<file path="config.mk">
export PLATFORM = sky130hd
export DESIGN_NAME = rtc_irq_alarm
export DESIGN_NICKNAME = d
export VERILOG_FILES = /design/src/rtl/rtc_irq_pkg.sv /design/src/rtl/rtc_alarm_cmp.sv /design/src/rtl/rtc_ctl_reg.sv /design/src/rtl/rtc_flag_bank.sv /design/src/rtl/rtc_irq_alarm.sv
export SDC_FILE = /design/constraint.sdc
export NUM_CORES = 1
export LEC_CHECK = 0
export BUFFER_PORTS_ARGS = -buffer_cell sky130_fd_sc_hd__buf_2
export CORE_UTILIZATION = 37
export CTS_BUF_LIST = sky130_fd_sc_hd__clkbuf_4
export DETAILED_ROUTE_END_ITERATION = 7
export GPL_TIMING_DRIVEN = 0
export PLACE_DENSITY = 0.82
export SETUP_SLACK_MARGIN = 0.05
export SYNTH_ARGS = -nofsm -noshare
export SYNTH_HDL_FRONTEND = slang
export SYNTH_HIERARCHICAL = 1
export SYNTH_SLANG_ARGS = --single-unit
</file>
<file path="constraint.sdc">
create_clock -name clk -period 1.4 [get_ports clk]
set_clock_uncertainty 0.2 [all_clocks]
set_input_delay 0.14 -clock clk [delete_from_list [all_inputs] [get_ports clk]]
set_output_delay 0.14 -clock clk [all_outputs]
set_load 0.1 [all_outputs]
</file>
<file path="src/rtl/rtc_irq_pkg.sv">
`timescale 1ns/1ps
package rtc_irq_pkg;
  localparam int BYTE_W = 8;
  // status byte bit positions (decoded by host software)
  localparam int ST_INTF = 7;
  localparam int ST_PF   = 6;
  localparam int ST_AF   = 5;
  localparam int ST_UF   = 4;
  localparam int ST_K32  = 2;
  // control byte bit positions
  localparam int CT_INH  = 7;
  localparam int CT_PIE  = 6;
  localparam int CT_AIE  = 5;
  localparam int CT_UIE  = 4;
  localparam logic [2:0] OSC_K32_MODE = 3'b011;

  typedef struct packed {
    logic per;
    logic alm;
    logic upd;
  } evt_t;

  // an alarm byte with both top bits high takes no part in the compare
  function automatic logic byte_ignored(input logic [BYTE_W-1:0] b);
    return b[BYTE_W-1] & b[BYTE_W-2];
  endfunction

  function automatic logic field_ok(input logic [BYTE_W-1:0] cur,
                                    input logic [BYTE_W-1:0] alm);
    return byte_ignored(alm) || (cur == alm);
  endfunction

  function automatic logic [BYTE_W-1:0] pack_status(input logic intf,
                                                    input evt_t f,
                                                    input logic k32);
    logic [BYTE_W-1:0] s;
    s          = '0;
    s[ST_INTF] = intf;
    s[ST_PF]   = f.per;
    s[ST_AF]   = f.alm;
    s[ST_UF]   = f.upd;
    s[ST_K32]  = k32;
    return s;
  endfunction
endpackage

</file>
<file path="src/rtl/rtc_alarm_cmp.sv">
`timescale 1ns/1ps
module rtc_alarm_cmp
  import rtc_irq_pkg::*;
#(
  parameter int N_FIELDS = 3
) (
  input  logic [N_FIELDS*BYTE_W-1:0] cur_flat,
  input  logic [N_FIELDS*BYTE_W-1:0] alm_flat,
  output logic                       hit
);
  logic [N_FIELDS-1:0] field_hit;

  for (genvar i = 0; i < N_FIELDS; i++) begin : g_field
    assign field_hit[i] = field_ok(cur_flat[i*BYTE_W +: BYTE_W],
                                   alm_flat[i*BYTE_W +: BYTE_W]);
  end

  assign hit = &field_hit;
endmodule

</file>
<file path="src/rtl/rtc_ctl_reg.sv">
`timescale 1ns/1ps
module rtc_ctl_reg
  import rtc_irq_pkg::*;
(
  input  logic              clk,
  input  logic              rst_n,
  input  logic              ctl_we,
  input  logic [BYTE_W-1:0] ctl_wdata,
  input  logic [2:0]        osc_mode,
  input  logic              k32_we,
  input  logic              k32_wval,
  output logic [BYTE_W-1:0] ctl_q,
  output evt_t              en_nxt,
  output logic              k32_q
);
  logic [BYTE_W-1:0] ctl_d;
  logic              k32_d;

  always_comb begin
    ctl_d = ctl_q;
    if (ctl_we) begin
      ctl_d = ctl_wdata;
      // inhibiting transfers withdraws the update interrupt enable
      if (ctl_wdata[CT_INH]) ctl_d[CT_UIE] = 1'b0;
    end
    en_nxt.per = ctl_d[CT_PIE];
    en_nxt.alm = ctl_d[CT_AIE];
    en_nxt.upd = ctl_d[CT_UIE];

    if (osc_mode != OSC_K32_MODE) k32_d = 1'b0;
    else if (k32_we)              k32_d = k32_wval;
    else                          k32_d = k32_q;
  end

  always_ff @(posedge clk or negedge rst_n) begin
    if (!rst_n) begin
      ctl_q <= '0;
      k32_q <= 1'b0;
    end else begin
      ctl_q <= ctl_d;
      k32_q <= k32_d;
    end
  end
endmodule

</file>
<file path="src/rtl/rtc_flag_bank.sv">
`timescale 1ns/1ps
module rtc_flag_bank
  import rtc_irq_pkg::*;
(
  input  logic clk,
  input  logic rst_n,
  input  evt_t evt,
  input  evt_t en_nxt,
  input  logic clr,
  output evt_t flag_q,
  output logic intf_q
);
  evt_t flag_d;
  logic req_now;
  logic intf_d;

  always_comb begin
    // a new event wins over a coincident read
    flag_d.per = (flag_q.per & ~clr) | evt.per;
    flag_d.alm = (flag_q.alm & ~clr) | evt.alm;
    flag_d.upd = (flag_q.upd & ~clr) | evt.upd;
    req_now    = (flag_d.per & en_nxt.per) |
                 (flag_d.alm & en_nxt.alm) |
                 (flag_d.upd & en_nxt.upd);
    intf_d     = (intf_q & ~clr) | req_now;
  end

  always_ff @(posedge clk or negedge rst_n) begin
    if (!rst_n) begin
      flag_q <= '0;
      intf_q <= 1'b0;
    end else begin
      flag_q <= flag_d;
      intf_q <= intf_d;
    end
  end
endmodule

</file>
<file path="src/rtl/rtc_irq_alarm.sv">
`timescale 1ns/1ps
module rtc_irq_alarm
  import rtc_irq_pkg::*;
(
  input  logic       clk,
  input  logic       rst_n,
  input  logic       per_tick,
  input  logic       upd_done,
  input  logic [7:0] cur_sec,
  input  logic [7:0] cur_min,
  input  logic [7:0] cur_hour,
  input  logic [7:0] alm_sec,
  input  logic [7:0] alm_min,
  input  logic [7:0] alm_hour,
  input  logic [2:0] osc_mode,
  input  logic       ctl_we,
  input  logic [7:0] ctl_wdata,
  input  logic       k32_we,
  input  logic       k32_wval,
  input  logic       stat_rd,
  output logic [7:0] status_q,
  output logic [7:0] ctl_q,
  output logic       irq_pull_low
);
  localparam int N_FIELDS = 3;

  evt_t en_nxt;
  evt_t evt;
  evt_t flag_q;
  logic intf_q;
  logic k32_q;
  logic alarm_hit;   // time matches all non-wildcard alarm bytes
  logic alarm_evt;   // compare result taken at an update

  rtc_alarm_cmp #(.N_FIELDS(N_FIELDS)) u_cmp (
    .cur_flat (BYTE_W'(0) | {cur_hour, cur_min, cur_sec}),
    .alm_flat ({alm_hour, alm_min, alm_sec}),
    .hit      (alarm_hit)
  );

  rtc_ctl_reg u_ctl (
    .clk       (clk),
    .rst_n     (rst_n),
    .ctl_we    (ctl_we),
    .ctl_wdata (ctl_wdata),
    .osc_mode  (osc_mode),
    .k32_we    (k32_we),
    .k32_wval  (k32_wval),
    .ctl_q     (ctl_q),
    .en_nxt    (en_nxt),
    .k32_q     (k32_q)
  );

  assign alarm_evt = upd_done & alarm_hit;
  assign evt.per   = per_tick;
  assign evt.alm   = alarm_evt;
  assign evt.upd   = upd_done;

  rtc_flag_bank u_flags (
    .clk    (clk),
    .rst_n  (rst_n),
    .evt    (evt),
    .en_nxt (en_nxt),
    .clr    (stat_rd),
    .flag_q (flag_q),
    .intf_q (intf_q)
  );

  assign status_q     = pack_status(intf_q, flag_q, k32_q);
  assign irq_pull_low = intf_q;
endmodule

</file>
After elaboration in Yosys (flattened, before gate mapping)
Cells that the tools add are included.

word-level totals
  output and inout bits = 17
  register bits = 13

operators by class
  equal/unequal tests = 4
  bitwise gates (word level) = 18
  reduce and logical (&&, ||, !) cells = 5
  multiplexer cells = 4

operator list
  operator                                       count
  equality test 8 bit                            3
  bitwise AND 1 bit                              11
  two-way mux 7 bit                              1
  bitwise OR 1 bit                               6
  logical OR 1 bit                               3
  two-way mux 1 bit                              3
  != test 3 x 2 -> 1 bit, second input constant  1
  AND reduction 3 bit                            1
  nonzero test 2 bit                             1
  inverter 1 bit                                 1

Logic depth before layout (Yosys ltp)
  depth after elaboration = 9
  mapped depth = 7
  depth with buffers taken out = 7

Cells and area by module
Netlist, hierarchy kept.

by module, submodules not included
  module         cells an instance  sequential area each (µm²)  area an instance (µm²)  times used
  rtc_ctl_reg    23                 225.2                       374.1                   1
  rtc_alarm_cmp  34                 0.0                         280.3                   1
  rtc_flag_bank  16                 100.1                       167.7                   1
  rtc_irq_alarm  7                  0.0                         47.5                    1

Worst setup path after synthesis
OpenSTA, ideal clock, no wires.

  path kind = register -> register
  start = register u_ctl.ctl_q[4]
  end = register u_flags.intf_q
  required time = 1128 ps
  buffers on the path = 0
  stages on the path, launching flop included = 6
  arrival = 1497 ps
  setup time = 72 ps
  slack = -369 ps
  clock period less this slack = 1769 ps
  cells stage by stage = dfrtp_1 inv_1 o22ai_1 a21oi_1 nor2_1 nand4b_1

RTL lines
  element                 line                 source
  start, declared         rtc_ctl_reg.sv:12    output logic [BYTE_W-1:0] ctl_q,
  start signal, assigned  rtc_ctl_reg.sv:40    ctl_q <= ctl_d;
  end signal, assigned    rtc_flag_bank.sv:34  intf_q <= intf_d;
  end, declared           rtc_flag_bank.sv:11  output logic intf_q

Final worst setup path
  start = register u_flags.intf_q
  end = output status_q[7]

RTL lines
  element        line                 source
  end, declared  rtc_irq_alarm.sv:21  output logic [7:0] status_q,

No word-level cell between the ends.

==> impl_metrics.prom <==
# TYPE chip_impl_metric gauge
chip_impl_metric{name="clock_sinks",unit=""} 13
chip_impl_metric{name="final_min_period_over_clock_period",unit="%"} 98.25
chip_impl_metric{name="clock_latency",unit="ps"} 260
chip_impl_metric{name="synth_seq_area_share",unit="%"} 37.41
chip_impl_metric{name="cts_hold_buf",unit=""} 14
chip_impl_metric{name="floorplan.initialDensity",unit="%"} 39.31
chip_impl_metric{name="ys_warn_count",unit=""} 6
chip_impl_metric{name="max-vdd-ir-drop",unit="mV"} 0.5572
chip_impl_metric{name="synth_cells",unit=""} 80
chip_impl_metric{name="fin_hold_ws",unit="ps"} -33.93
chip_impl_info{name="worst_setup_path_category",value="reg2out"} 1
chip_impl_metric{name="period_needed",unit="ps"} 1375
chip_impl_metric{name="routed-via-count",unit=""} 943
chip_impl_metric{name="first_global_vias",unit=""} 896
chip_impl_info{name="synth_top_area_cell",value="sky130_fd_sc_hd__dfrtp_1"} 1
chip_impl_metric{name="grt_max_degree",unit=""} 14
chip_impl_metric{name="cts_setup_buffers",unit=""} 0
chip_impl_metric{name="wl_per_cell",unit="µm"} 12.00
chip_impl_metric{name="cts_made_buffers",unit=""} 3
chip_impl_metric{name="chipWidth",unit="µm"} 50.48
chip_impl_metric{name="multiInputGateArea",unit="µm²"} 519.2
chip_impl_metric{name="seq_power_share",unit="%"} 32.4
chip_impl_metric{name="drt-vias-per-instance",unit=""} 4.556
chip_impl_metric{name="share_clk_of_total_power",unit="%"} 17.2
chip_impl_metric{name="layout.nets",unit=""} 247
chip_impl_metric{name="htree_levels",unit=""} 1
chip_impl_metric{name="fp.dieH",unit="µm"} 50.48
chip_impl_metric{name="first_pass_grt_wire_length",unit="µm"} 3622
chip_impl_metric{name="place.detailed.instances",unit=""} 189
chip_impl_metric{name="setup_violations",unit=""} 0
chip_impl_metric{name="number_of_cells_in_the_finished_layout_apart_from_fillers",unit=""} 207
chip_impl_metric{name="combinationalPowerShare",unit="%"} 50.4
chip_impl_metric{name="ys_ff_latch",unit=""} 13
chip_impl_info{name="rsz0062_at_grt",value="yes"} 1
chip_impl_metric{name="routabilityCongestion",unit=""} 0.6834
chip_impl_metric{name="slew_viol_final",unit=""} 0
chip_impl_metric{name="placed_cell_areas",unit="mm²"} 0.001328
chip_impl_metric{name="areaGrowthSynthToFinish",unit="%"} 81.29
chip_impl_metric{name="clk_path_buf_depth",unit=""} 2
chip_impl_metric{name="detail_route.wirelength",unit="µm"} 2485
chip_impl_metric{name="filler_cell_count",unit=""} 143
chip_impl_metric{name="fmax",unit="GHz"} 0.7270
chip_impl_metric{name="drt_antenna_net_count",unit=""} 0
chip_impl_metric{name="cap_violations",unit=""} 0
chip_impl_metric{name="port-buffer-count",unit=""} 79
chip_impl_metric{name="std_cell_rows",unit=""} 17
chip_impl_metric{name="drive_above_1_share",unit="%"} 63.13
chip_impl_info{name="setup.worst_path.end_class",value="output pin"} 1
chip_impl_metric{name="finalInstanceArea",unit="mm²"} 0.001577
chip_impl_info{name="synth.top_cells.by_area",value="sky130_fd_sc_hd__dfrtp_1 37%, sky130_fd_sc_hd__xor2_1 24%, sky130_fd_sc_hd__mux2_4 12%, sky130_fd_sc_hd__buf_4 4.3%, sky130_fd_sc_hd__nor4_1 4.3%"} 1
chip_impl_info{name="clockRootBuffer",value="sky130_fd_sc_hd__clkbuf_4"} 1
chip_impl_metric{name="power_density",unit="mW/mm²"} 859.8
chip_impl_metric{name="cell_internal_pwr",unit="W"} 0.0007900
chip_impl_metric{name="yosysUniqueCellTypes",unit=""} 22
chip_impl_metric{name="netlist_area",unit="µm²"} 869.6
chip_impl_metric{name="seqCellArea",unit="µm²"} 345.3
chip_impl_metric{name="clkSlewWorstSetupHoldPaths",unit="ps"} 70
chip_impl_metric{name="dp_hpwl",unit="µm"} 1742
chip_impl_metric{name="syn-mean-instance-area",unit="µm²"} 10.87
chip_impl_metric{name="static_leakage_power",unit="nW"} 0.8115
chip_impl_metric{name="dieArea",unit="mm²"} 0.002548
chip_impl_metric{name="core-area",unit="mm²"} 0.002212
chip_impl_metric{name="crit_required",unit="ps"} 1060
chip_impl_metric{name="drt_pre_antenna_iters",unit=""} 2
chip_impl_metric{name="globalRouteOverflowTotal",unit=""} 0
chip_impl_metric{name="ant_diodes",unit=""} 0
chip_impl_metric{name="path_max_fanout",unit=""} 3
chip_impl_metric{name="number_of_antenna_violations_at_the_first_check_in_global_routing",unit=""} 0
chip_impl_metric{name="sw_frac_of_total",unit="%"} 41.72
chip_impl_metric{name="worst-endpoint-arrival",unit="ps"} 1040
chip_impl_info{name="tritoncts_clock_tree",value="yes"} 1
chip_impl_info{name="hold_path.class",value="in2reg"} 1
chip_impl_metric{name="drc",unit=""} 0
chip_impl_metric{name="io_pins",unit=""} 84
chip_impl_metric{name="p_switching",unit="W"} 0.0005655
chip_impl_metric{name="finalHoldViolCount",unit=""} 1
chip_impl_metric{name="synth.top_cell.area_share",unit="%"} 37.41
chip_impl_metric{name="gr-usage-all-layers",unit="%"} 18.59
chip_impl_info{name="outcome",value="finished, violations left"} 1
chip_impl_info{name="critPathLaunchType",value="flip-flop"} 1
chip_impl_info{name="violations_in_the_final_reports",value="hold timing"} 1
chip_impl_metric{name="drt_first_iter_violations",unit=""} 7
[power by group through the flow]
| stage | logic [W] | registers (W) | clock network (W) |
|---|---|---|---|
| 6_report | 0.000684 | 0.000439 | 0.000233 |
| 5_1_grt | 0.000714 | 0.000443 | 0.000258 |
| 4_1_cts | 0.000669 | 0.000436 | 0.000242 |
| 3_5_place_dp | 0.000598 | 0.000440 | 0 |
| 3_3_place_gp | 0.000589 | 0.000438 | 0 |
| 2_1_floorplan | 0.000200 | 0.000673 | 0 |
[layout by cell type, fill, tap and decap left out, types with 2 or more instances in the layout]
| cell | n |
|---|---|
| sky130_fd_sc_hd__o21ai_1 | 2 |
| sky130_fd_sc_hd__dlygate4sd3_1 | 14 |
| sky130_fd_sc_hd__buf_2 | 65 |
| sky130_fd_sc_hd__dfrtp_4 | 2 |
| sky130_fd_sc_hd__dfrtp_2 | 10 |
| sky130_fd_sc_hd__mux2_4 | 7 |
| sky130_fd_sc_hd__nor4_1 | 5 |
| sky130_fd_sc_hd__xor2_1 | 24 |
| sky130_fd_sc_hd__buf_4 | 16 |
| sky130_fd_sc_hd__buf_6 | 3 |
| sky130_fd_sc_hd__or2_1 | 2 |
| sky130_fd_sc_hd__clkbuf_4 | 4 |
| sky130_fd_sc_hd__nor2b_1 | 2 |
| sky130_fd_sc_hd__a22oi_1 | 3 |
| sky130_fd_sc_hd__nand2_1 | 3 |
| sky130_fd_sc_hd__conb_1 | 3 |
[synth_stat cells (all sizes together)]
library cell,instances
a21oi,1
nor3,2
nand4b,1
nand2,3
o22ai,1
and2,1
mux2,7
nor2,1
a21o,1
xor2,24
or2,2
inv,2
conb,1
buf,6
nor4,6
o21ai,2
a22oi,3
mux2i,1
nor2b,2
dfrtp,13
[worst max-delay path, stage by stage (launching register included)]
cell and delay, ps:
sky130_fd_sc_hd__dfrtp_4 500, sky130_fd_sc_hd__buf_6 130, sky130_fd_sc_hd__buf_12 150
[cells by family after synthesis]
logic type	count (synthesis)	synth area share, %
AOI/OAI and AO/OA	8	5.899
xor gates and xnor gates	24	24.17
buffers and inverters	8	6.476
DFF	13	37.41
muxes	8	13.24
other	1	0.4312
and+or+nand+nor	18	12.37
[state kept, by name, indices dropped and copies added (netlist names)]
register / count
u_ctl/ctl_q: 8
u_flags/intf_q: 1
u_ctl/k32_q: 1
u_flags/flag_q: 3
[per-stage QoR]
step	util, %	setup TNS [ps]	total power (W)	setup WS, ps
2_1_floorplan	-	-38.42	0.0008734	-38.42
6_report	71.27	0	0.001355	24.53
3_5_place_dp	60.01	-327.5	0.001038	-201.3
4_1_cts	70.02	0	0.001347	16.83
3_3_place_gp	60.01	-264.1	0.001027	-165.9
5_1_grt	71.27	-12.04	0.001415	-7.273
[routing by layer]
layer  global-route usage [%]  part of all wire (%)  up-vias
met5                        0                     0        -
met4                    2.778                     0        0
met3                    3.333                    10        0
met2                    38.89                    54       62
met1                    18.76                    36      416
li1                         -                     -      465
[worst paths after layout]
kind                                            start                    endpoint  slack [ps]  cells after the start
setup / recovery             u_flags/intf_q$_DFF_PN0_                 status_q[7]          20                      2
hold / removal                                 ctl_we    u_ctl/ctl_q[4]$_DFF_PN0_         -30                      2
setup reg to reg             u_ctl/ctl_q[4]$_DFF_PN0_    u_flags/intf_q$_DFF_PN0_          40                      5
hold reg to reg            u_ctl/ctl_q[1]$_DFFE_PN0P_  u_ctl/ctl_q[1]$_DFFE_PN0P_         320                      1
max in group asynchronous                       rst_n    u_flags/intf_q$_DFF_PN0_         640                      2
min in group asynchronous                       rst_n    u_ctl/ctl_q[4]$_DFF_PN0_         110                      2
[repair_timing]
action / in CTS / in global routing
pin swaps: 1 / 1
hold endpoints to repair: 25 / 1
endpoints found under the setup margin: 15 / 4
resized for setup: 18 / 6
[area by class of cell]
cell class	instances	area share, %
buffer	6	3.333
sequential	13	21.90
inverter	2	0.4762
timing repair buffer	93	37.22
tap	28	2.222
multi-input combinational	61	32.94
clock buffer	4	1.905
Note: power is estimated with default switching activity, not from simulation.
